[src/rtl/gpio_bank_pkg.sv]
`timescale 1ns/1ps
package gpio_bank_pkg;
  localparam int CTRL_W = 10;
  localparam int CFG_W  = 8;
  localparam int BIT_DI = 8;
  localparam int BIT_ST = 9;

  // field order fixes the word layout, bit7 down to bit0
  typedef struct packed {
    logic dout;
    logic oe;
    logic pull_up;
    logic pull_en;
    logic ie;
    logic edge_md;
    logic sel_hi;
    logic sel_lo;
  } pin_cfg_t;
endpackage

[src/rtl/gpio_sync.sv]
`timescale 1ns/1ps
module gpio_sync #(
  parameter int W      = 32,
  parameter int STAGES = 2
) (
  input  logic         clk_i,
  input  logic         rst_ni,
  input  logic [W-1:0] d_i,
  output logic [W-1:0] q_o
);
  logic [W-1:0] stage_q [STAGES];

  always_ff @(posedge clk_i or negedge rst_ni) begin
    if (!rst_ni) begin
      for (int s = 0; s < STAGES; s++) stage_q[s] <= '0;
    end else begin
      stage_q[0] <= d_i;
      for (int s = 1; s < STAGES; s++) stage_q[s] <= stage_q[s-1];
    end
  end

  assign q_o = stage_q[STAGES-1];
endmodule

[src/rtl/gpio_pin.sv]
`timescale 1ns/1ps
module gpio_pin
  import gpio_bank_pkg::*;
(
  input  logic              clk_i,
  input  logic              rst_ni,
  input  logic              din_i,
  input  logic              wr_i,
  input  logic [CTRL_W-1:0] wdata_i,
  output pin_cfg_t          cfg_o,
  output logic              stat_o
);
  pin_cfg_t cfg_q;
  logic     prev_q, stat_q, hit;

  always_comb begin
    if (cfg_q.edge_md)
      hit = (cfg_q.sel_hi & din_i & ~prev_q) | (cfg_q.sel_lo & ~din_i & prev_q);
    else
      hit = (cfg_q.sel_hi & din_i) | (cfg_q.sel_lo & ~din_i);
  end

  always_ff @(posedge clk_i or negedge rst_ni) begin
    if (!rst_ni) begin
      cfg_q  <= '0;
      prev_q <= 1'b0;
      stat_q <= 1'b0;
    end else begin
      if (wr_i) cfg_q <= pin_cfg_t'(wdata_i[CFG_W-1:0]);
      prev_q <= din_i;
      // a detection wins over a clear in the same cycle
      stat_q <= (stat_q & ~(wr_i & wdata_i[BIT_ST])) | hit;
    end
  end

  assign cfg_o  = cfg_q;
  assign stat_o = stat_q;
endmodule

[src/rtl/gpio_bank.sv]
`timescale 1ns/1ps
module gpio_bank
  import gpio_bank_pkg::*;
#(
  parameter int NPINS  = 32,
  parameter int ADDR_W = 6,
  parameter int DATA_W = 32
) (
  input  logic              clk_i,
  input  logic              rst_ni,
  input  logic [ADDR_W-1:0] addr_i,
  input  logic              we_i,
  input  logic [DATA_W-1:0] wdata_i,
  output logic [DATA_W-1:0] rdata_o,
  input  logic [NPINS-1:0]  pad_i,
  output logic [NPINS-1:0]  pad_o,
  output logic [NPINS-1:0]  pad_oe_o,
  output logic [NPINS-1:0]  pull_up_o,
  output logic [NPINS-1:0]  pull_dn_o,
  output logic [NPINS-1:0]  pad_sel_o,
  output logic              irq_o
);
  localparam int IDX_W = (NPINS > 1) ? $clog2(NPINS) : 1;
  localparam logic [ADDR_W-1:0] PIN_END = ADDR_W'(NPINS);
  localparam logic [ADDR_W-1:0] STAT_A  = ADDR_W'(NPINS);
  localparam logic [ADDR_W-1:0] SET_A   = ADDR_W'(NPINS + 1);
  localparam logic [ADDR_W-1:0] CLR_A   = ADDR_W'(NPINS + 2);

  logic [NPINS-1:0]  din_vec, stat_vec, ie_vec, sel_q;
  logic [DATA_W-1:0] ctrl_rd [NPINS];
  pin_cfg_t          cfg [NPINS];

  gpio_sync #(.W(NPINS), .STAGES(2)) u_sync (
    .clk_i (clk_i),
    .rst_ni(rst_ni),
    .d_i   (pad_i),
    .q_o   (din_vec)
  );

  for (genvar i = 0; i < NPINS; i++) begin : g_pin
    gpio_pin u_pin (
      .clk_i  (clk_i),
      .rst_ni (rst_ni),
      .din_i  (din_vec[i]),
      .wr_i   (we_i && addr_i == ADDR_W'(i)),
      .wdata_i(wdata_i[CTRL_W-1:0]),
      .cfg_o  (cfg[i]),
      .stat_o (stat_vec[i])
    );
    assign ctrl_rd[i]   = DATA_W'({stat_vec[i], din_vec[i], cfg[i]});
    assign ie_vec[i]    = cfg[i].ie;
    assign pad_o[i]     = cfg[i].dout;
    assign pad_oe_o[i]  = cfg[i].oe;
    assign pull_up_o[i] = cfg[i].pull_en & cfg[i].pull_up;
    assign pull_dn_o[i] = cfg[i].pull_en & ~cfg[i].pull_up;
  end

  always_ff @(posedge clk_i or negedge rst_ni) begin
    if (!rst_ni)                        sel_q <= '0;
    else if (we_i && addr_i == SET_A)   sel_q <= sel_q | wdata_i[NPINS-1:0];
    else if (we_i && addr_i == CLR_A)   sel_q <= sel_q & ~wdata_i[NPINS-1:0];
  end

  always_comb begin
    if (addr_i < PIN_END)                      rdata_o = ctrl_rd[addr_i[IDX_W-1:0]];
    else if (addr_i == STAT_A)                 rdata_o = DATA_W'(stat_vec);
    else if (addr_i == SET_A || addr_i == CLR_A) rdata_o = DATA_W'(sel_q);
    else                                       rdata_o = '0;
  end

  assign pad_sel_o = sel_q;
  assign irq_o     = |(stat_vec & ie_vec);
endmodule

[config.mk]
export PLATFORM = sky130hd
export DESIGN_NAME = gpio_bank
export DESIGN_NICKNAME = d
export VERILOG_FILES = /design/src/rtl/gpio_bank_pkg.sv /design/src/rtl/gpio_sync.sv /design/src/rtl/gpio_pin.sv /design/src/rtl/gpio_bank.sv
export SDC_FILE = /design/constraint.sdc
export NUM_CORES = 1
export LEC_CHECK = 0
export CORE_MARGIN = 2
export CORE_UTILIZATION = 55
export CTS_BUF_LIST = sky130_fd_sc_hd__clkbuf_8
export CTS_CLUSTER_SIZE = 25
export DETAILED_ROUTE_END_ITERATION = 16
export PLACE_DENSITY = 0.8
export SKIP_CTS_REPAIR_TIMING = 1
export SLEW_MARGIN = 20
export SYNTH_ARGS = -nofsm -noshare
export SYNTH_HDL_FRONTEND = slang
export SYNTH_HIERARCHICAL = 1
export SYNTH_SLANG_ARGS = --single-unit
[constraint.sdc]
create_clock -name clk_i -period 10.5 [get_ports clk_i]
set_input_delay 2.625 -clock clk_i [delete_from_list [all_inputs] [get_ports clk_i]]
set_output_delay 2.625 -clock clk_i [all_outputs]
set_load 0.1 [all_outputs]
== Word level (Yosys, flattened, before mapping) ==
Index checks and enable logic that the tools add are counted.
Cells by class
  $lt $le $gt $ge: 2
  bitwise gates (word level): 485
  reduce and logical (&&, ||, !) cells: 38
  mux-type cells: 40
  equality and inequality tests: 34
Operator list (count)
  AND 1 bit: 256
  2-to-1 mux 32 bit: 7
  binary-select mux 32 bit (select 5 bit): 1
  NOT 1 bit: 128
  equality test 6 x 5 -> 1 bit, second input constant: 16
  OR 1 bit: 96
  AND 32 bit: 2
  equality test 6 x 4 -> 1 bit, second input constant: 8
  logical AND 1 bit: 34
  2-to-1 mux 1 bit: 32
  NOT 32 bit: 1
  OR 32 bit: 1
  OR reduction 32 bit: 1
  equality test 6 x 3 -> 1 bit, second input constant: 4
  equality test 6 bit, second input constant: 3
  equality test 6 x 2 -> 1 bit, second input constant: 2
  equality test 6 x 1 -> 1 bit, second input constant: 1
  greater-or-equal comparator 6 bit, second input constant: 1
  zero test 6 bit: 1
  less-than comparator 6 bit, second input constant: 1
  NOT 5 -> 6 bit: 1
  nonzero test 2 bit: 1
  logical OR 1 bit: 1
Storage, ports and cells
  output and inout bits: 193
  flip-flop bits (word level): 416
  word-level logic and storage cells: 922
  input port bits: 73

== Depth between registers and ports, before layout ==
  word-level depth: 6
  mapped depth: 10
  mapped depth without buffers: 7

== By module ==
Netlist, hierarchy kept.
By module, submodules not included
  gpio_pin: instances 32, area each 407.9 um^2, cells an instance 26, seq. area each 250.2 um^2
  gpio_bank: instances 1, area each 5074.9 um^2, cells an instance 520, seq. area each 800.8 um^2
  gpio_sync: instances 1, area each 1841.8 um^2, cells an instance 96, seq. area each 1601.5 um^2

== Worst setup path before layout ==
No wires, ideal clock.
  path kind: input port to output port
  start point: in addr_i[1]
  end point: out rdata_o[9]
  path slack: 3.067 ns
  required time: 7.875 ns
  stages: 7
  data arrival time: 4.808 ns
  buffers on the path: 3
  cell sequence: buf_2 buf_2 buf_1 mux4_2 a22oi_2 a21oi_1 or4_1
Between the ends
  longest elaborated chain between the ends: 5
  elaborated cells on any way between the ends: 12
  those cells by class: order compare: 1; eq/ne: 3; mux: 6; bitwise: 1; reduce/logical: 1
RTL lines
  from (decl): RTL line gpio_bank.sv:11  | input logic [ADDR_W-1:0] addr_i,
  NOT 5 -> 6 bit (not written as such) / equality test 6 bit (equally long branches): RTL line gpio_bank.sv:65, gpio_bank.sv:67
  binary-select mux 32 bit (select 5 bit) / logical OR 1 bit (equally long branches): RTL line gpio_bank.sv:65, gpio_bank.sv:67
  2-to-1 mux 32 bit, on equally long branches: RTL line gpio_bank.sv:65, gpio_bank.sv:67
  2-to-1 mux 32 bit, on equally long branches: RTL line gpio_bank.sv:65, gpio_bank.sv:66
  2-to-1 mux 32 bit *: RTL line gpio_bank.sv:65  | if (addr_i < PIN_END) rdata_o = ctrl_rd[addr_i[IDX_W-1:0]];
  to (decl): RTL line gpio_bank.sv:14  | output logic [DATA_W-1:0] rdata_o,
Every way passes the cells marked *; elsewhere a longest branch is shown, timed or not. The select of a mux whose other input is x is not followed.

== Final worst setup path ==
  start point: in addr_i[2]
  end point: out rdata_o[6]
The elaborated chain is that of the path after synthesis.

==> results by group <==
Run status
  – Status: complete, no violations

Worst setup path
  – Reg2reg start: g_pin[26].u_pin/stat_o$_DFF_PN0_
  – CP Max Fanout: 15
  – Worst path arrival time: 6.43 ns
  – Crit end category: output port
  – Critical path class: in2out
  – Critical R2R Capture: g_pin[26].u_pin/stat_o$_DFF_PN0_
  – Depth of the most critical reg-to-reg path: 2
  – Critical path required time: 7.88 ns
  – Worst setup startpoint: addr_i[2]
  – Crit path capture: rdata_o[6]
  – R2r setup slk: ~9.6 ns
  – CP Launch Type: input pin

Synth
  – Sequential-to-total area share from yosys stat: between 50% and 60%
  – Area share of the largest cell type after synthesis: 52.1%
  – Synth Area in Compound Gates: 8.62%
  – Synth area leader: dfrtp_1
  – Syn_area_per_cell: 13.8 um^2
  – Distinct cells, synth: 40
  – Adder-cell share of the synthesized area: 0%
  – Synth warn: 6
  – Cell count after synthesis: 1448
  – Largest family of logic cells by synthesized area: multiplexers
  – Syn_nets: around 1500
  – Top cells by area, synth: dfrtp_1 52%, mux2_4 17%, mux4_2 6.5%
  – Simple-gate portion of the synthesized area: 7.87%
  – Synth Area in XOR/XNOR: 0%
  – Post-synthesis mux area share: 26.5%
  – Post-synthesis cell area: 20000 um^2
  – FF+latch count, synth: 416

Route
  – DR iter-0 viols: 1078
  – Post-route ant nets: 0
  – DR vias/cell: 6.14
  – DRC errors left: 0
  – Vias: 13600
  – First drt pass iteration count: 5
  – DRT Wirelength: 56100 um
  – WL/cell: between 20 and 30 um

Timing
  – Setup Skew: 0.0332 ns
  – Hold slack: roughly 0.34 ns
  – Fin Setup TNS: 0 ns
  – Final min period: 9.05 ns
  – Final Hold Viols: 0
  – Worst slew pin tran: between 1 and 1.5 ns
  – Max_slew headroom: 21.7%
  – RSZ-0062 raised after global routing: false
  – Slew Viols, Final: 0
  – Final setup violation count: 0
  – FMAX: 0.110 GHz
  – Period utilisation layout: about 86%

Worst hold path
  – Hold Path Stages: 0
  – Hold Crit Class: reg2reg

CTS
  – CTS Buffer Depth: 3
  – Clock root cell: clkbuf_8
  – Clock slew at reported path FFs: 0.06 ns
  – Number of buffers created by CTS: 69
  – CTS sink cnt: 416
  – Clk_lat worst skew: 0.61 ns
  – CTS tree: done
  – CTS H-tree lvls: 3

Floorplan
  – Initial Util: 56.0%
  – Die height: 195 um
  – Die ar.: approximately 38000 um^2
  – Row cnt: 69
  – IO Pins: 266
  – Die width: 195 um
  – Core region area: approximately 36000 um^2

Place
  – Placer Congestion: approximately 0.95
  – Buffers added on ports: around 270
  – Hpwl dp: about 38000 um

Cells and area
  – Layout area overhead: 20.9%
  – NumNets Final: 1775
  – Most frequent cells in the layout: 416 x dfrtp_1, 255 x clkdlybuf4s50_1, 224 x mux2_4
  – Commonest non-fill, non-tap cell in the layout: dfrtp_1
  – Fillers: 2500
  – Share of cells above drive strength 1: between 20% and 30%
  – Antenna diodes: 0

GRT
  – Total gr overflow: 0
  – Vias in the first global route: 14400
  – Largest net degree at the start of global routing: 168
  – Antenna violations before repair: 3
  – Wire length of the first global-routing pass: between 80000 and 90000 um
  – Total GRT Usage: a little under a third

Flow run
  – Max cap viols: 0

Pwr
  – Peak supply drop: 0.000139 V
  – Power density over the cells: roughly 190 nW/um^2
  – Leakage: about 10 nW
-- registers in the layout, summed over array words and instances, names as in the netlist, named ones only --
| name | cells |
|---|---|
| u_sync/q_o | 32 |
| g_pin.u_pin/cfg_o | 256 |
| g_pin.u_pin/stat_o | 32 |
| u_sync/stage_q | 32 |
| g_pin.u_pin/prev_q | 32 |
-- metrics by stage --
| step | util, % | instance area (um^2) | total power, W | worst slack, ns | cells |
|---|---|---|---|---|---|
| finish | 67.7 | 24100 | 0.00456 | 1.45 | 2214 |
| CTS | 67.5 | 24100 | 0.00457 | 1.51 | 2213 |
| global route | 67.7 | 24100 | 0.00471 | 1.36 | 2214 |
| floorplan | - | 20000 | 0.00274 | 3.07 | 1448 |
| detailed placement | 63.4 | 22600 | 0.00308 | 1.51 | 2091 |
| global placement | 63.4 | 22600 | 0.00305 | 1.55 | 2091 |
-- cell type report --
type	count	area (um^2)	share of cell area [%]
clock buffer	96	1320	5.47
timing repair buffer	296	2900	12.0
tap	461	577	2.39
inverter	33	124	0.513
sequential	416	10400	43.1
clock inverter	26	146	0.606
multi-input combinational	886	8670	35.9
-- where the power goes --
| group | internal, W | switching, W |
|---|---|---|
| clock network | 0.000836 | 0.000660 |
| logic | 0.000400 | 0.000707 |
| registers | 0.00178 | 0.000180 |
-- metal layers --
| layer | GRT usage [%] | vias to the layer above | routed length, um |
|---|---|---|---|
| met4 | 13.9 | 2 | 2190 |
| li1 | - | 5778 | - |
| met2 | 47.8 | 730 | 26700 |
| met3 | 6.77 | 143 | 4910 |
| met1 | 39.5 | 6948 | 22300 |
| met5 | 0 | - | 11 |
-- logic make-up after synthesis --
logic type,after synthesis
flops,416
mux,336
simple gates,302
compound gates,248
buf+inv,146
-- cells in the mapped netlist (all sizes together) --
cell type,number
a211oi,21
a21oi,11
a22o,42
a22oi,36
a32o,10
a32oi,32
and2,37
and4b,1
buf,91
clkbuf,22
dfrtp,416
inv,33
mux2,256
mux2i,20
mux4,60
nand2,135
nand2b,6
nand3,1
nand4,4
nor2,31
nor2b,56
nor3,4
nor4,10
o21ai,96
or2,2
or3,3
or4,11
or4b,1
-- critical path: stages --
cell             delay, ns
clkdlybuf4s50_1       0.65
or4b_1                0.75
nor2_2                0.60
buf_4                 0.34
a22o_1                0.16
or4_1                 0.11
clkdlybuf4s50_1       1.18
-- worst min path at each step --
stage / start / end / slack [ns]
6_report: u_sync/stage_q[60]$_DFF_PN0_ / u_sync/q_o[28]$_DFF_PN0_ / 0.34
5_1_grt: u_sync/stage_q[60]$_DFF_PN0_ / u_sync/q_o[28]$_DFF_PN0_ / 0.35
4_1_cts: u_sync/stage_q[60]$_DFF_PN0_ / u_sync/q_o[28]$_DFF_PN0_ / 0.34
3_5_place_dp: u_sync/stage_q[46]$_DFF_PN0_ / u_sync/q_o[14]$_DFF_PN0_ / 0.34
3_3_place_gp: u_sync/stage_q[53]$_DFF_PN0_ / u_sync/q_o[21]$_DFF_PN0_ / 0.33
2_1_floorplan: u_sync/stage_q[32]$_DFF_PN0_ / u_sync/q_o[0]$_DFF_PN0_ / 0.33
(Power assumes the default switching activity.)
